$ cat src/rtl/bod_pkg.sv
package bod_pkg;

    localparam int ADDR_W     = 16;
    localparam int DATA_W     = 8;
    localparam int BOOT_AW    = 8;
    localparam int CART_AW    = 15;
    localparam int VRAM_AW    = 13;
    localparam int HIPAGE_W   = 8;

    localparam logic [ADDR_W-1:0]   LOCK_ADDR  = 16'hFF50;
    localparam logic [ADDR_W-1:0]   VRAM_BASE  = 16'h8000;
    localparam logic [HIPAGE_W-1:0] HIPAGE_HI  = 8'hFF;

    localparam int BOOT_SIZE  = 1 << BOOT_AW;
    localparam int CART_SIZE  = 1 << CART_AW;
    localparam int VRAM_SIZE  = 1 << VRAM_AW;

    typedef enum logic [2:0] {
        RG_IDLE,
        RG_BOOT,
        RG_CART,
        RG_VRAM,
        RG_INT,
        RG_LOCK
    } region_e;

    typedef struct packed {
        region_e           region;
        logic [ADDR_W-1:0] eff;
    } decode_t;

    function automatic logic [ADDR_W-1:0] form_eff(
        input logic [ADDR_W-1:0] addr,
        input logic              hipage
    );
        if (hipage)
            return {HIPAGE_HI, addr[HIPAGE_W-1:0]};
        return addr;
    endfunction

    function automatic region_e classify(
        input logic [ADDR_W-1:0] eff,
        input logic              overlay_on
    );
        if (eff == LOCK_ADDR)
            return RG_LOCK;
        if (overlay_on && (32'(eff) < BOOT_SIZE))
            return RG_BOOT;
        if (32'(eff) < CART_SIZE)
            return RG_CART;
        if ((eff >= VRAM_BASE) && (32'(eff) < 32'(VRAM_BASE) + VRAM_SIZE))
            return RG_VRAM;
        return RG_INT;
    endfunction

endpackage

$ cat src/rtl/bod_region_decode.sv
module bod_region_decode
    import bod_pkg::*;
(
    input  logic [ADDR_W-1:0] addr,
    input  logic              hipage,
    input  logic              rd,
    input  logic              wr,
    input  logic              overlay_on,
    output decode_t           dec
);
    logic [ADDR_W-1:0] eff;

    always_comb begin
        eff        = form_eff(addr, hipage);
        dec.eff    = eff;
        dec.region = RG_IDLE;
        if (rd || wr)
            dec.region = classify(eff, overlay_on);
    end
endmodule

$ cat src/rtl/bod_boot_lock.sv
module bod_boot_lock
    import bod_pkg::*;
(
    input  logic              clk,
    input  logic              rst,
    input  logic              lock_wr,
    input  logic [DATA_W-1:0] wdata,
    output logic [DATA_W-1:0] lock_q,
    output logic              overlay_on
);
    always_ff @(posedge clk) begin
        if (rst)
            lock_q <= '0;
        else if (lock_wr && (lock_q == '0))
            lock_q <= wdata;
    end

    assign overlay_on = (lock_q == '0);
endmodule

$ cat src/rtl/bod_read_mux.sv
module bod_read_mux
    import bod_pkg::*;
(
    input  region_e           region,
    input  logic              rd,
    input  logic [DATA_W-1:0] boot_d,
    input  logic [DATA_W-1:0] cart_d,
    input  logic [DATA_W-1:0] vram_d,
    input  logic [DATA_W-1:0] int_d,
    input  logic [DATA_W-1:0] lock_d,
    output logic [DATA_W-1:0] rdata
);
    always_comb begin
        rdata = '0;
        if (rd) begin
            unique case (region)
                RG_BOOT: rdata = boot_d;
                RG_CART: rdata = cart_d;
                RG_VRAM: rdata = vram_d;
                RG_INT:  rdata = int_d;
                RG_LOCK: rdata = lock_d;
                default: rdata = '0;
            endcase
        end
    end
endmodule

$ cat src/rtl/boot_overlay_decoder.sv
module boot_overlay_decoder
    import bod_pkg::*;
(
    input  logic               clk,
    input  logic               rst,
    input  logic [ADDR_W-1:0]  cpu_addr,
    input  logic               cpu_hipage,
    input  logic               cpu_rd,
    input  logic               cpu_wr,
    input  logic [DATA_W-1:0]  cpu_wdata,
    output logic [DATA_W-1:0]  cpu_rdata,
    output logic               sel_boot,
    output logic               sel_cart,
    output logic               sel_vram,
    output logic               sel_int,
    output logic [BOOT_AW-1:0] boot_idx,
    output logic [CART_AW-1:0] cart_addr,
    output logic [VRAM_AW-1:0] vram_idx,
    output logic [ADDR_W-1:0]  int_addr,
    output logic [DATA_W-1:0]  tgt_wdata,
    output logic               vram_we,
    output logic               int_we,
    input  logic [DATA_W-1:0]  boot_rdata,
    input  logic [DATA_W-1:0]  cart_rdata,
    input  logic [DATA_W-1:0]  vram_rdata,
    input  logic [DATA_W-1:0]  int_rdata,
    output logic               boot_active
);
    decode_t           dec;
    logic              overlay_on;
    logic [DATA_W-1:0] lock_q;
    logic [ADDR_W-1:0] eff_addr;
    logic [ADDR_W-1:0] vram_off;

    bod_region_decode u_dec (
        .addr       (cpu_addr),
        .hipage     (cpu_hipage),
        .rd         (cpu_rd),
        .wr         (cpu_wr),
        .overlay_on (overlay_on),
        .dec        (dec)
    );

    bod_boot_lock u_lock (
        .clk        (clk),
        .rst        (rst),
        .lock_wr    (cpu_wr && (dec.region == RG_LOCK)),
        .wdata      (cpu_wdata),
        .lock_q     (lock_q),
        .overlay_on (overlay_on)
    );

    bod_read_mux u_mux (
        .region (dec.region),
        .rd     (cpu_rd),
        .boot_d (boot_rdata),
        .cart_d (cart_rdata),
        .vram_d (vram_rdata),
        .int_d  (int_rdata),
        .lock_d (lock_q),
        .rdata  (cpu_rdata)
    );

    assign eff_addr    = dec.eff;
    assign vram_off    = eff_addr - VRAM_BASE;

    assign sel_boot    = (dec.region == RG_BOOT);
    assign sel_cart    = (dec.region == RG_CART);
    assign sel_vram    = (dec.region == RG_VRAM);
    assign sel_int     = (dec.region == RG_INT);

    assign boot_idx    = eff_addr[BOOT_AW-1:0];
    assign cart_addr   = eff_addr[CART_AW-1:0];
    assign vram_idx    = vram_off[VRAM_AW-1:0];
    assign int_addr    = eff_addr;
    assign tgt_wdata   = cpu_wdata;

    assign vram_we     = cpu_wr && sel_vram;
    assign int_we      = cpu_wr && sel_int;
    assign boot_active = overlay_on;
endmodule

$ cat config.mk
export PLATFORM = sky130hd
export DESIGN_NAME = boot_overlay_decoder
export DESIGN_NICKNAME = d
export VERILOG_FILES = /design/src/rtl/bod_pkg.sv /design/src/rtl/bod_region_decode.sv /design/src/rtl/bod_boot_lock.sv /design/src/rtl/bod_read_mux.sv /design/src/rtl/boot_overlay_decoder.sv
export SDC_FILE = /design/constraint.sdc
export NUM_CORES = 1
export LEC_CHECK = 0
export BUFFER_PORTS_ARGS = -buffer_cell sky130_fd_sc_hd__buf_4
export CAP_MARGIN = 10
export CORE_AREA = 3 3 60 62
export DETAILED_ROUTE_END_ITERATION = 8
export DIE_AREA = 0 0 63 65
export PLACE_DENSITY = 0.85
export SETUP_SLACK_MARGIN = 0.02
export SLEW_MARGIN = 20
export SYNTH_ARGS = -nofsm -noshare
export SYNTH_HDL_FRONTEND = slang
export SYNTH_SLANG_ARGS = --single-unit
$ cat constraint.sdc
create_clock -name clk -period 6.35 [get_ports clk]
set_clock_uncertainty 0.15 [all_clocks]
set_input_delay 1.905 -clock clk [delete_from_list [all_inputs] [get_ports clk]]
set_output_delay 1.905 -clock clk [all_outputs]
set_load 0.02 [all_outputs]
==> results.md <==
- Status: completed
- Slew headroom: 0.5981
- Endpoints failing hold: 0
- Worst Path Required: around 4300 ps
- CTS hold repair buffers: 0
- First-pass GRT wire length: about 5500 µm
- Setup TNS: 0 ps
- Width of the die: 63 µm
- Dpl hpwl: between 3000 and 4000 µm
- Setup CP Type: in2out
- Leakage Power: ~0.88 nW
- Worst min path class: reg2reg
- Largest family of logic cells by synthesized area: buffers and inverters
- Die ar.: around 4000 µm²
- Antenna violations before repair: 0
- CTS Buf Count: 3
- Mapped Cells: around 140
- Antenna diode count: 0
- Starting Density: 0.3626
- Placed cells: between 200 and 300
- Hold Path Depth: 2
- Htree depth: 1
- Final non-filler cell total: 269
- Peak supply drop: ~84 µV
- Rows: 20
- Final wirelength: 3501 µm
- Most common cell after layout, fill and taps aside: buf_4
- RD Place Congestion: ~0.8
- Commonest cells after routing, fill and taps aside: buf_4, nor2_1, o22ai_1
- Sinks on Clock Net: 8
- RSZ-0062 raised after global routing: no
- Final Cycle Share: 0.8645
- Post-CTS Setup Inserts: 0
- Critical Path Start Type: input pin
- CP arrival: around 3400 ps
- Fin nets: approximately 290
- Compound-cell area share of the yosys netlist: 0.1939
- ANT nets after route: 0
- Number of flops mapped to enable cells by yosys: 0
- Total GRT Usage: 0.1604
- Layout cell share with drive strength beyond 1: 0.6711
- Post-synthesis simple-gate area fraction: 0.2029
- Post_cts resized: 0
- Final Slew Violations: 0
- Synth async-reset ratio: 0
- CTS tree: done
- Synth Register Bits: 8
- Via Count: between 1k and 1.5k
- FF-to-FF path depth: 6
- Max Root-Sink Buffers: 2
- CORE AREA: between 3000 and 4000 µm²
- CP endpoint kind: output pin
- Initial DRC count: between 50 and 60
- Max-Cap Viols: 0
- Drt via density: roughly 4.7
- CP max FO: 9
- Most frequently used flop master after synthesis: dfxtp_1
- Worst slew pin tran: ~600 ps
- Worst-Skew Late Latency: between 200 and 300 ps
- Adder-Cell Fraction of Synth Area: 0
- Regs by FF count: u_lock.lock_q (8)
- Worst-path clk slew: approximately 50 ps
- Post-synthesis cell type count: 29
- I/O pins: 136
- Syn avg cell area: 7.805 µm²
- Mean routed wirelength per cell: 13.01 µm
- Vias in the first global route: between 1k and 1.5k
- Biggest register: u_lock.lock_q
- Post-synthesis mux area share: 0.07175
- Largest net degree at the start of global routing: 11
- Cell Area, Synth: between 1000 and 1500 µm²
- Layout area overhead: 60.65%
- Yosys warnings: 0
- Port buffer count: about 140
- Post-synthesis xor/xnor area fraction: 0
- Root Driver: clkbuf_4
- Sequential area share after synthesis: 0.1435
- Post-Syn Nets: just over 200
- DRC Markers: 0
- Die Y: ~65 µm
- Final min period: ~5500 ps
- Fmax achieved: 182.2 MHz
- Max reg flops: 8
- # setup viols final: 0
- P per Cell Area: approximately 120 nW/µm²
- Pre-antenna DRT Iters: 4
- Grt ovf: 0
[per-layer routing]
metal | global-route usage | share of wire | up-vias
met1 | 0.1781 | 0.38 | 559
met2 | 0.2938 | 0.52 | 74
li1 | - | - | 635
met5 | 0 | 0 | -
met4 | 0.04683 | 0 | 0
met3 | 0.04679 | 0.10 | 0
[worst paths after layout]
| check | startpoint | endpoint | slack, ps |
|---|---|---|---|
| hold reg to reg | u_lock.lock_q[7] | u_lock.lock_q[7] | 340 |
| setup reg to reg | u_lock.lock_q[6] | u_lock.lock_q[4] | 4610 |
| setup / recovery | cpu_addr[11] | cpu_rdata[3] | 860 |
| hold / removal | u_lock.lock_q[7] | u_lock.lock_q[7] | 340 |
[synth_stat cells (2+ instances only)]
library cell | n | area share
a222oi_1 | 8 | 0.072
a31oi_1 | 8 | 0.045
and3_1 | 2 | 0.011
buf_4 | 53 | 0.36
dfxtp_1 | 8 | 0.14
inv_1 | 3 | 0.010
mux2i_1 | 8 | 0.072
nand2_1 | 3 | 0.010
nand4_1 | 2 | 0.011
nor2_1 | 11 | 0.037
nor4_1 | 3 | 0.017
o21a_1 | 2 | 0.013
o22ai_1 | 9 | 0.050
or2_2 | 8 | 0.045
[area by class of cell]
cell class	count	area, µm²
Fill cell	296	1285
Timing Repair Buffer	136	1021
Multi-Input combinational cell	75	523.0
Sequential cell	8	160.2
Tap cell	44	55.05
Clock buffer	3	22.52
Inverter	3	11.26
[critical path, stage by stage]
cell	delay (ps)
buf_4	120
nor4_2	290
nand3_2	160
o21a_1	300
a222oi_1	360
o22ai_1	130
buf_4	170
[where the power goes]
| group | internal (mW) | leakage [nW] | switching [mW] |
|---|---|---|---|
| combinational | 0.0625 | 0.801 | 0.0636 |
| sequential | 0.0503 | 0.0644 | 0.0000322 |
| clock | 0.0215 | 0.0138 | 0.0150 |
| total | 0.134 | 0.879 | 0.0787 |
[per-stage QoR]
| step | power, mW | util | area [µm²] | hold WS, ps | setup slack, ps |
|---|---|---|---|---|---|
| 6_report | 0.2129 | 0.5825 | 1793 | 337.4 | 860.1 |
| 2_1_floorplan | 0.1282 | - | 1116 | 308.7 | 1057 |
| 5_1_grt | 0.2265 | 0.5825 | 1793 | 392.2 | 739.0 |
| 3_5_place_dp | 0.1785 | 0.5752 | 1770 | 331.6 | 848.4 |
| 3_3_place_gp | 0.1777 | 0.5752 | 1770 | 322.9 | 867.3 |
| 4_1_cts | 0.2169 | 0.5825 | 1793 | 343.3 | 843.7 |
[cells by family (layout without fill, tap and decap cells)]
logic type / Yosys count / count (layout)
buf+inv: 60 / 142
simple gates: 37 / 37
compound gates: 30 / 30
mux: 8 / 8
flops: 8 / 8
(Power assumes the default switching activity.)
